===== src/rtl/sci_clk_pkg.sv =====
package sci_clk_pkg;
  typedef enum logic [1:0] {
    MODE_INT_ASYNC     = 2'd0,
    MODE_INT_ASYNC_OUT = 2'd1,
    MODE_INT_SYNC_OUT  = 2'd2,
    MODE_EXT_ASYNC     = 2'd3
  } sci_mode_e;
endpackage


===== src/rtl/sci_edge_sync.sv =====
module sci_edge_sync #(
  parameter int STAGES = 2
) (
  input  logic clk_i,
  input  logic rst_ni,
  input  logic async_i,
  output logic rise_o
);
  logic [STAGES:0] sh_q;

  always_ff @(posedge clk_i or negedge rst_ni) begin
    if (!rst_ni) sh_q <= '1;
    else         sh_q <= {sh_q[STAGES-1:0], async_i};
  end

  assign rise_o = sh_q[STAGES-1] & ~sh_q[STAGES];

  AST_RISE_SINGLE: assert property (@(posedge clk_i) disable iff (!rst_ni)
    rise_o |=> !rise_o);
endmodule


===== src/rtl/sci_dir_clk.sv =====
module sci_dir_clk #(
  parameter int DIV_W       = 16,
  parameter int EXT_MOD     = 16,
  parameter bit FALL_STROBE = 1'b1
) (
  input  logic             clk_i,
  input  logic             rst_ni,
  input  logic             start_i,
  input  logic             stop_i,
  input  logic             ext_mode_i,
  input  logic             sync_mode_i,
  input  logic [DIV_W-1:0] div_i,
  input  logic             ext_rise_i,
  output logic             active_o,
  output logic             lvl_o,
  output logic             strobe_o
);
  localparam int EW     = $clog2(EXT_MOD);
  localparam int OVS_SH = EW - 1;
  localparam int HW     = DIV_W + OVS_SH;
  localparam int CW     = HW + 1;
  localparam logic [EW-1:0] EXT_HIT = EW'(FALL_STROBE ? 0 : EXT_MOD / 2);
  localparam logic [EW-1:0] EXT_PRE = EW'(EXT_MOD - 1);

  logic          active_q, lvl_q, strobe_q;
  logic [HW-1:0] half_q, half_d;
  logic [CW-1:0] cnt_q, cnt_nxt, per;
  logic [EW-1:0] ext_q, ext_nxt;
  logic [DIV_W-1:0] div_eff;
  logic          lvl_nxt, edge_hit, start_fire;

  assign div_eff    = (div_i == '0) ? DIV_W'(1) : div_i;
  assign half_d     = sync_mode_i ? HW'(div_eff) : (HW'(div_eff) << OVS_SH);
  assign per        = {half_q, 1'b0};
  assign cnt_nxt    = (cnt_q == per - CW'(1)) ? '0 : cnt_q + CW'(1);
  assign lvl_nxt    = cnt_nxt >= {1'b0, half_q};
  assign edge_hit   = FALL_STROBE ? (lvl_q & ~lvl_nxt) : (~lvl_q & lvl_nxt);
  assign ext_nxt    = ext_q + EW'(1);
  assign start_fire = start_i & ~active_q & ~stop_i;

  always_ff @(posedge clk_i or negedge rst_ni) begin
    if (!rst_ni) begin
      active_q <= 1'b0;
      lvl_q    <= 1'b1;
      strobe_q <= 1'b0;
      half_q   <= HW'(1);
      cnt_q    <= '0;
      ext_q    <= '0;
    end else begin
      strobe_q <= 1'b0;
      if (stop_i) begin
        active_q <= 1'b0;
        lvl_q    <= 1'b1;
      end else if (start_fire) begin
        active_q <= 1'b1;
        half_q   <= half_d;
        cnt_q    <= '0;
        ext_q    <= EXT_PRE;
        if (!ext_mode_i) begin
          lvl_q    <= 1'b0;
          strobe_q <= FALL_STROBE & lvl_q;
        end
      end else if (active_q) begin
        if (ext_mode_i) begin
          if (ext_rise_i) begin
            ext_q    <= ext_nxt;
            strobe_q <= (ext_nxt == EXT_HIT);
          end
        end else begin
          cnt_q    <= cnt_nxt;
          lvl_q    <= lvl_nxt;
          strobe_q <= edge_hit;
        end
      end
    end
  end

  assign active_o = active_q;
  assign lvl_o    = lvl_q;
  assign strobe_o = strobe_q;

  AST_CNT_IN_PERIOD: assert property (@(posedge clk_i) disable iff (!rst_ni)
    (active_q && !ext_mode_i) |-> (cnt_q < per));
  AST_RESTART_KEEPS_PHASE: assert property (@(posedge clk_i) disable iff (!rst_ni)
    (active_q && start_i && !stop_i && !ext_mode_i && cnt_q != per - CW'(1)) |=> (cnt_q != '0));
  AST_STROBE_NEEDS_ACTIVE: assert property (@(posedge clk_i) disable iff (!rst_ni)
    strobe_q |-> active_q);
  AST_STROBE_ONE_CYCLE: assert property (@(posedge clk_i) disable iff (!rst_ni)
    strobe_q |=> !strobe_q);
endmodule


===== src/rtl/sci_bitclk_gen.sv =====
module sci_bitclk_gen
  import sci_clk_pkg::*;
#(
  parameter int DIV_W       = 16,
  parameter int SYNC_STAGES = 2,
  parameter int EXT_MOD     = 16
) (
  input  logic             clk_i,
  input  logic             rst_ni,
  input  logic [1:0]       mode_i,
  input  logic [DIV_W-1:0] div_i,
  input  logic             tx_start_i,
  input  logic             tx_stop_i,
  input  logic             rx_start_i,
  input  logic             rx_stop_i,
  input  logic             ext_clk_i,
  output logic             tx_shift_o,
  output logic             rx_sample_o,
  output logic             clk_pin_o,
  output logic             clk_pin_oe_o
);
  localparam int NDIR = 2;

  sci_mode_e mode;
  logic ext_rise, ext_mode, sync_mode;
  logic [NDIR-1:0] start_v, stop_v, active_v, lvl_v, strobe_v;

  assign mode      = sci_mode_e'(mode_i);
  assign ext_mode  = (mode == MODE_EXT_ASYNC);
  assign sync_mode = (mode == MODE_INT_SYNC_OUT);
  assign start_v   = {rx_start_i, tx_start_i};
  assign stop_v    = {rx_stop_i, tx_stop_i};

  sci_edge_sync #(.STAGES(SYNC_STAGES)) u_sync (
    .clk_i  (clk_i),
    .rst_ni (rst_ni),
    .async_i(ext_clk_i),
    .rise_o (ext_rise)
  );

  // index 0 = transmit (falling edge), 1 = receive (rising edge)
  for (genvar g = 0; g < NDIR; g++) begin : g_dir
    sci_dir_clk #(
      .DIV_W      (DIV_W),
      .EXT_MOD    (EXT_MOD),
      .FALL_STROBE(g == 0)
    ) u_dir (
      .clk_i      (clk_i),
      .rst_ni     (rst_ni),
      .start_i    (start_v[g]),
      .stop_i     (stop_v[g]),
      .ext_mode_i (ext_mode),
      .sync_mode_i(sync_mode),
      .div_i      (div_i),
      .ext_rise_i (ext_rise),
      .active_o   (active_v[g]),
      .lvl_o      (lvl_v[g]),
      .strobe_o   (strobe_v[g])
    );
  end

  always_comb begin
    clk_pin_oe_o = 1'b0;
    clk_pin_o    = 1'b1;
    unique case (mode)
      MODE_INT_ASYNC_OUT: begin
        clk_pin_oe_o = 1'b1;
        clk_pin_o    = active_v[0] ? lvl_v[0] : lvl_v[1];
      end
      MODE_INT_SYNC_OUT: begin
        clk_pin_oe_o = 1'b1;
        clk_pin_o    = lvl_v[0];
      end
      default: ;
    endcase
  end

  assign tx_shift_o  = strobe_v[0];
  assign rx_sample_o = strobe_v[1];

  AST_PIN_RELEASED_HIGH: assert property (@(posedge clk_i) disable iff (!rst_ni)
    !clk_pin_oe_o |-> clk_pin_o);
  AST_SYNC_PIN_IDLE: assert property (@(posedge clk_i) disable iff (!rst_ni)
    (sync_mode && !active_v[0]) |-> clk_pin_o);
endmodule


===== config.mk =====
export PLATFORM = sky130hd
export DESIGN_NAME = sci_bitclk_gen
export DESIGN_NICKNAME = d
export VERILOG_FILES = /design/src/rtl/sci_clk_pkg.sv /design/src/rtl/sci_edge_sync.sv /design/src/rtl/sci_dir_clk.sv /design/src/rtl/sci_bitclk_gen.sv
export SDC_FILE = /design/constraint.sdc
export NUM_CORES = 1
export LEC_CHECK = 0
export BUFFER_PORTS_ARGS = -buffer_cell sky130_fd_sc_hd__buf_2
export CORE_UTILIZATION = 58
export DETAILED_ROUTE_END_ITERATION = 6
export PLACE_DENSITY = 0.9
export SYNTH_ARGS = -nofsm -noshare
export SYNTH_HDL_FRONTEND = slang
export SYNTH_SLANG_ARGS = --single-unit
export TNS_END_PERCENT = 50

===== constraint.sdc =====
create_clock -name clk_i -period 3.98 [get_ports clk_i]
set_input_delay 0.199 -clock clk_i [delete_from_list [all_inputs] [get_ports clk_i]]
set_output_delay 0.199 -clock clk_i [all_outputs]
set_load 0.005 [all_outputs]

==> results of run 1 <==
-- routing by layer --
layer | global-route usage, % | vias up | share of wire [%]
met5 | 0 | - | 0
met4 | 15.5 | 0 | 4.0
met3 | 4.10 | 77 | 7.1
met2 | 55.2 | 412 | 47
met1 | 43.3 | 3840 | 42
li1 | - | 3799 | -
-- worst paths after layout --
check / from / end / slack, ns / cells after the start
min reg2reg: u_sync.sh_q[0] / u_sync.sh_q[1] / 0.36 / 0
min: rx_stop_i / g_dir[1].u_dir.lvl_o / 0.14 / 3
max: g_dir[0].u_dir.half_q[1] / g_dir[0].u_dir.lvl_o / -0.18 / 16
min in group asynchronous: rst_ni / g_dir[0].u_dir.half_q[6] / 0.44 / 2
max in group asynchronous: rst_ni / g_dir[1].u_dir.lvl_o / 2.52 / 3
max reg2reg: g_dir[0].u_dir.half_q[1] / g_dir[0].u_dir.lvl_o / -0.18 / 16
-- cell usage after synthesis, types with 5 or more instances --
| cell type | instances |
|---|---|
| xnor2_1 | 35 |
| nor4_1 | 22 |
| a21boi_0 | 11 |
| or4_1 | 8 |
| nand4_1 | 29 |
| a21oi_1 | 28 |
| buf_2 | 9 |
| dfstp_2 | 7 |
| nor2_1 | 69 |
| or3_1 | 10 |
| dfrtp_1 | 88 |
| nand3_1 | 33 |
| a211oi_1 | 7 |
| a221oi_1 | 10 |
| o41ai_1 | 8 |
| mux2i_1 | 14 |
| nor3_1 | 25 |
| a41oi_1 | 8 |
| nor2b_1 | 6 |
| ha_1 | 49 |
| nand2b_1 | 14 |
| clkbuf_1 | 55 |
| a21o_1 | 13 |
| o21a_1 | 5 |
| nor3b_1 | 8 |
| a221oi_2 | 6 |
| o21ai_0 | 67 |
| o22ai_1 | 5 |
| or2_2 | 8 |
| inv_1 | 49 |
| o31ai_1 | 28 |
| o211ai_1 | 21 |
| buf_1 | 7 |
| a31oi_1 | 7 |
| xor2_1 | 39 |
| and2_1 | 6 |
| and3_1 | 25 |
| nand2_1 | 102 |
-- critical path, stage by stage, from the launching register on --
cell      delay (ns)
dfrtp_1         0.42
or3_4           0.38
or4_4           0.50
a21oi_2         0.16
nand4_1         0.09
or4_4           0.58
nor2_4          0.19
buf_4           0.14
buf_6           0.11
nor2_1          0.05
ha_2            0.16
or3_1           0.36
a211o_1         0.29
or2_4           0.23
o211ai_1        0.13
o21ai_1         0.12
a31o_1          0.19
-- cell usage in the layout, fill, tap and decap left out, types with 16 or more instances in the layout --
cell,n
a21oi_1,28
and3_1,25
buf_2,27
buf_4,100
dfrtp_1,87
ha_1,44
inv_1,47
nand2_1,99
nand3_1,33
nand4_1,29
nor2_1,67
nor3_1,23
nor4_1,16
o211ai_1,21
o21ai_0,61
o31ai_1,27
xnor2_1,34
xor2_1,39
-- sequential cells by signal, summed over array words and instances, names as in the netlist --
signal	count
g_dir.u_dir.cnt_q	40
g_dir.u_dir.half_q	38
g_dir.u_dir.ext_q	8
u_sync.sh_q	3
g_dir.u_dir.active_o	2
g_dir.u_dir.lvl_o	2
g_dir.u_dir.strobe_o	2
-- kinds of logic after synthesis --
group | Yosys count
xor gates and xnor gates | 74
muxes | 15
adders and majority gates | 49
and+or+nand+nor | 385
DFF | 95
buffers and inverters | 127
AOI/OAI and AO/OA | 257
-- what timing repair did --
action                                  CTS  global route
endpoints found under the setup margin    3             4
gates cloned                              1             0
hold buffers                              2             0
buffers inserted                          3             4
hold endpoints to repair                 55             0
resized for setup                        25            24
pin swaps                                24            10
-- cell type report --
class	count	area [um^2]
clock buffer	9	225
clock inverter	7	60.1
fill	996	3980
inverter	49	184
multi-input combinational	780	5440
sequential	95	2390
tap	176	220
timing repair buffer	133	956
-- power by group --
group | internal, mW | switching [mW]
Sequential | 1.07 | 0.154
Combinational | 0.527 | 0.662
Clock | 0.438 | 0.437
==> results.json, run 1 <==
{
  "start_util_pct": 60.2,
  "maxCapViolCount": 0,
  "synth_compound_area_share_pct": 22.1,
  "fin_worst_skew_ns": 0.0146,
  "grt_max_degree": 62,
  "synth_top_cell_by_area": "dfrtp_1",
  "drt-wirelength-per-cell_um": 18.8,
  "drive_above_1_share_pct": 20.4,
  "final_area_um2": 9480,
  "synth_area_leaders": "dfrtp_1 27%, ha_1 7.6%, nand2_1 4.7%",
  "async_flop_share_pct": 100,
  "track_usage_pct": 33.3,
  "routed_wl_um": 23400,
  "syn_area_um2": 8100,
  "fp.dieArea_um2": 14400,
  "pre_cts_slack_ns": -0.246,
  "clock_latency_ns": 0.37,
  "fp.dieW_um": 120,
  "ys_seq_area_share_pct": 29.5,
  "grt_overflow_total": 0,
  "ys_types": 72,
  "ant_nets": 0,
  "syn_inst": 1002,
  "cts_inserted_buffers": 9,
  "cts-root-buf": "clkbuf_16",
  "place_inst": 1223,
  "setup_tns_ns": -0.456,
  "final_nets": 1142,
  "synth-xor-area-share_pct": 8.00,
  "power_mw": 3.29,
  "hold_viol_final": 0,
  "synth_edf_count": 0,
  "critPathKind": "reg -> reg",
  "violations": "setup timing",
  "drt_first_pass_iters": 5,
  "power_density_nw_per_um2": 347,
  "relSlewSlack_pct": 16.2,
  "tightest_slew_ns": 1.25,
  "antenna_found_initial": 0,
  "finalSetupViolCount": 4,
  "slew_viol_final": 0,
  "cts_tree": "built",
  "hp-class": "in -> reg",
  "rsz0062_at_grt": "true",
  "io_buffers": 28,
  "io_pins": 29,
  "fp.coreArea_um2": 13500,
  "gp_congestion": 0.935,
  "synth_top_area_share_pct": 27.2,
  "cts.clk_slew.worst_paths_ns": 0.08,
  "grt_pass1_vias": 7656,
  "clk_path_buf_depth": 2,
  "placed_area_um2": 8890,
  "crit_arrival_ns": 4.45,
  "timing.hold.ws_ns": 0.140,
  "worst_slack_ns": -0.179,
  "finalCritPeriodShare_pct": 104,
  "num_antenna_cells": 0,
  "die_h_um": 120,
  "cp.required_ns": 4.27,
  "ir_worst_vdd_uv": 242,
  "synthSimpleGateAreaFrac_pct": 24.5,
  "viasPerCell": 6.51,
  "muxShareOfSynthArea_pct": 1.87,
  "cp_max_fo": 6,
  "leakage_nw": 4.17,
  "grt_pass1_wl_um": 38000,
  "fmax_ghz": 0.240,
  "rows": 42,
  "syn_avg_cell_area_um2": 8.08,
  "dp_hpwl_um": 16900,
  "ys.warnings.count": 0,
  "synth_flop_cell": "dfrtp_1",
  "synth_nets": 1076,
  "clkSinkCount": 95,
  "via_count": 8128,
  "htreeDepth": 3,
  "synth_top_family_by_area": "simple AND/OR/NAND/NOR gates",
  "critPathLaunchType": "register",
  "drc": 0,
  "fin_cells": 1249,
  "ys_ff_latch": 95,
  "outcome": "finished, violations left",
  "synthToLayoutAreaGrowth_pct": 17.0,
  "crit_path_end_kind": "register",
  "yosys.area_share.adder_pct": 7.57,
  "min_period_ns": 4.16,
  "first_iter_violations": 766,
  "final_util_pct": 70.4
}
No activity file was read; power rests on OpenSTA's default activity.
==> run 2: changes to the inputs <==
- CELL_PAD_IN_SITES_DETAIL_PLACEMENT: unset -> 1
- CELL_PAD_IN_SITES_GLOBAL_PLACEMENT: unset -> 1
- CORE_UTILIZATION: 58 -> 44
==> run 2 against run 1 <==
Against the previous run:
- the run ends with DRC, hold timing, setup timing left
- clock skew rose by 0.016 ns
- sequential share of layout area fell by 0.28 points
- critical path depth rose by 1
- largest cell class unchanged
- sequential power barely moved
- critical path type unchanged
- combinational power rose by 16%
- die area rose by 31%
- highest routed layer unchanged
- worst setup slack got worse by 0.37 ns
- total power rose by 15%
==> results.json, run 2 (same netlist as run 1, synthesis figures left out) <==
{
  "outcome": "finished, violations left",
  "violations": "DRC, hold timing, setup timing",
  "regMostFlops": "g_dir.u_dir.cnt_q",
  "power_mw": 3.80,
  "reg_top3": "g_dir.u_dir.cnt_q x40, g_dir.u_dir.half_q x38, g_dir.u_dir.ext_q x8",
  "fp.dieW_um": 138,
  "critPathKind": "reg -> reg",
  "worst_slack_ns": -0.550,
  "synthToLayoutAreaGrowth_pct": 18.3,
  "fp.dieArea_um2": 19000,
  "crit_arrival_ns": 4.83,
  "final_nets": 1140,
  "cts_tree": "built",
  "pre_cts_slack_ns": -0.249,
  "rsz0062_at_grt": "true",
  "hp-class": "in -> async",
  "layout_common_cells": "100 x nand2_1, 100 x buf_4, 87 x dfrtp_1, 68 x nor2_1, 60 x o21ai_0",
  "grt_pass1_vias": 9055,
  "ant_nets": 0,
  "layout.area.seq_um2": 2390,
  "nFillCells": 2143,
  "finalCritPeriodShare_pct": 114,
  "rows": 49,
  "viasPerCell": 7.09,
  "io_buffers": 28,
  "dp_hpwl_um": 20300,
  "drc": 1,
  "fmax_ghz": 0.221,
  "final_util_pct": 53.2,
  "tightest_slew_ns": 1.30,
  "antenna_found_initial": 0,
  "timing.hold.ws_ns": -0.0329,
  "routed_wl_um": 35900,
  "ir_worst_vdd_uv": 262,
  "clkSinkCount": 95,
  "clk_path_buf_depth": 2,
  "critPathLaunchType": "register",
  "htreeDepth": 3,
  "start_util_pct": 44.9,
  "track_usage_pct": 34.5,
  "relSlewSlack_pct": 13.0,
  "fp.coreArea_um2": 18000,
  "first_iter_violations": 1279,
  "num_antenna_cells": 0,
  "grt_overflow_total": 0,
  "slew_viol_final": 0,
  "io_pins": 29,
  "die_h_um": 138,
  "power_density_nw_per_um2": 396,
  "grt_max_degree": 69,
  "r2r_cells": 17,
  "cts_inserted_buffers": 9,
  "fin_worst_skew_ns": 0.0309,
  "multi_input_area_um2": 5410,
  "leakage_nw": 4.19,
  "cts-root-buf": "clkbuf_16",
  "clock_latency_ns": 0.39,
  "grt_pass1_wl_um": 49600,
  "setup_tns_ns": -2.06,
  "maxCapViolCount": 0,
  "hold_viol_final": 28,
  "cp.required_ns": 4.28,
  "crit_path_end_kind": "register",
  "largest_reg_flops": 40,
  "gp_congestion": 0.905,
  "cts.clk_slew.worst_paths_ns": 0.08,
  "finalSetupViolCount": 4,
  "via_count": 9220,
  "min_period_ns": 4.53,
  "cp_max_fo": 8,
  "drive_above_1_share_pct": 19.8,
  "drt-wirelength-per-cell_um": 27.6,
  "drt_first_pass_iters": 7
}
[run 2: changes by cell type in the layout (fill, tap and decap cells not counted), sizes merged]
cell / delta
bufinv: +4
clkbuf: +1
clkinv: -2
dlygate4sd3: -1
inv: -4
[run 2: worst paths after layout]
path	from	to	slack [ns]
min in group clk_i	div_i[2]	g_dir[0].u_dir.half_q[2]	0.15
worst max-delay path	g_dir[1].u_dir.half_q[1]	g_dir[1].u_dir.lvl_o	-0.55
worst min register to register	u_sync.sh_q[0]	u_sync.sh_q[1]	0.37
worst max register to register	g_dir[1].u_dir.half_q[1]	g_dir[1].u_dir.lvl_o	-0.55
worst min-delay path	rst_ni	g_dir[1].u_dir.cnt_q[19]	-0.03
max in group asynchronous	rst_ni	u_sync.sh_q[1]	2.93
[run 2: area by class of cell]
| class | instances | share of cell area (%) |
|---|---|---|
| multi-input combinational | 780 | 56.5 |
| sequential | 95 | 24.9 |
| timing repair buffer | 131 | 9.79 |
| tap | 229 | 2.99 |
| clock buffer | 11 | 2.53 |
| inverter | 49 | 1.92 |
| clock inverter | 5 | 1.35 |
[run 2: critical path, cell delays in order, from the launching register on]
cell	delay [ns]
dfrtp_2	0.46
or4_4	0.61
buf_4	0.18
nor4_1	0.30
nor3_1	0.16
a211oi_1	0.30
nand4_1	0.28
nor2_4	0.22
buf_4	0.19
nor2_1	0.07
ha_1	0.32
a21o_1	0.21
a21oi_1	0.25
o21ai_0	0.24
a21oi_2	0.24
o21ai_2	0.12
a211oi_2	0.19
o21ai_1	0.11
[run 2: routing by layer]
metal  GRT usage [%]  routed length [um]  up-vias
met1            42.5               13600     4467
li1                -                   -     3780
met5               0                   0        -
met2            56.2               16200      722
met4            20.2                2590        0
met3            6.18                3510      251
[run 2: repair_timing]
action,in CTS,in global routing
hold endpoints to repair,1,0
pin swaps,7,3
setup buffers,5,4
endpoints found under the setup margin,4,4
gates cloned,1,0
resized for setup,29,13
hold buffers,1,0
[run 2: report_power, final]
part | leakage, nW | switching (mW) | internal [mW] | total, mW
Sequential | 1.22 | 0.176 | 1.07 | 1.25
Clock | 0.180 | 0.468 | 0.700 | 1.17
Combinational | 2.79 | 0.841 | 0.539 | 1.38
[run 2: per-stage QoR]
| step | hold slack (ns) | cell area, um^2 | std cells |
|---|---|---|---|
| detailed placement | 0.315 | 8940 | 1274 |
| global route | 0.0626 | 9580 | 1300 |
| CTS | 0.0196 | 9520 | 1297 |
| floorplan | -0.0966 | 8170 | 1002 |
| global placement | 0.316 | 8940 | 1274 |
| finish | -0.0329 | 9580 | 1300 |
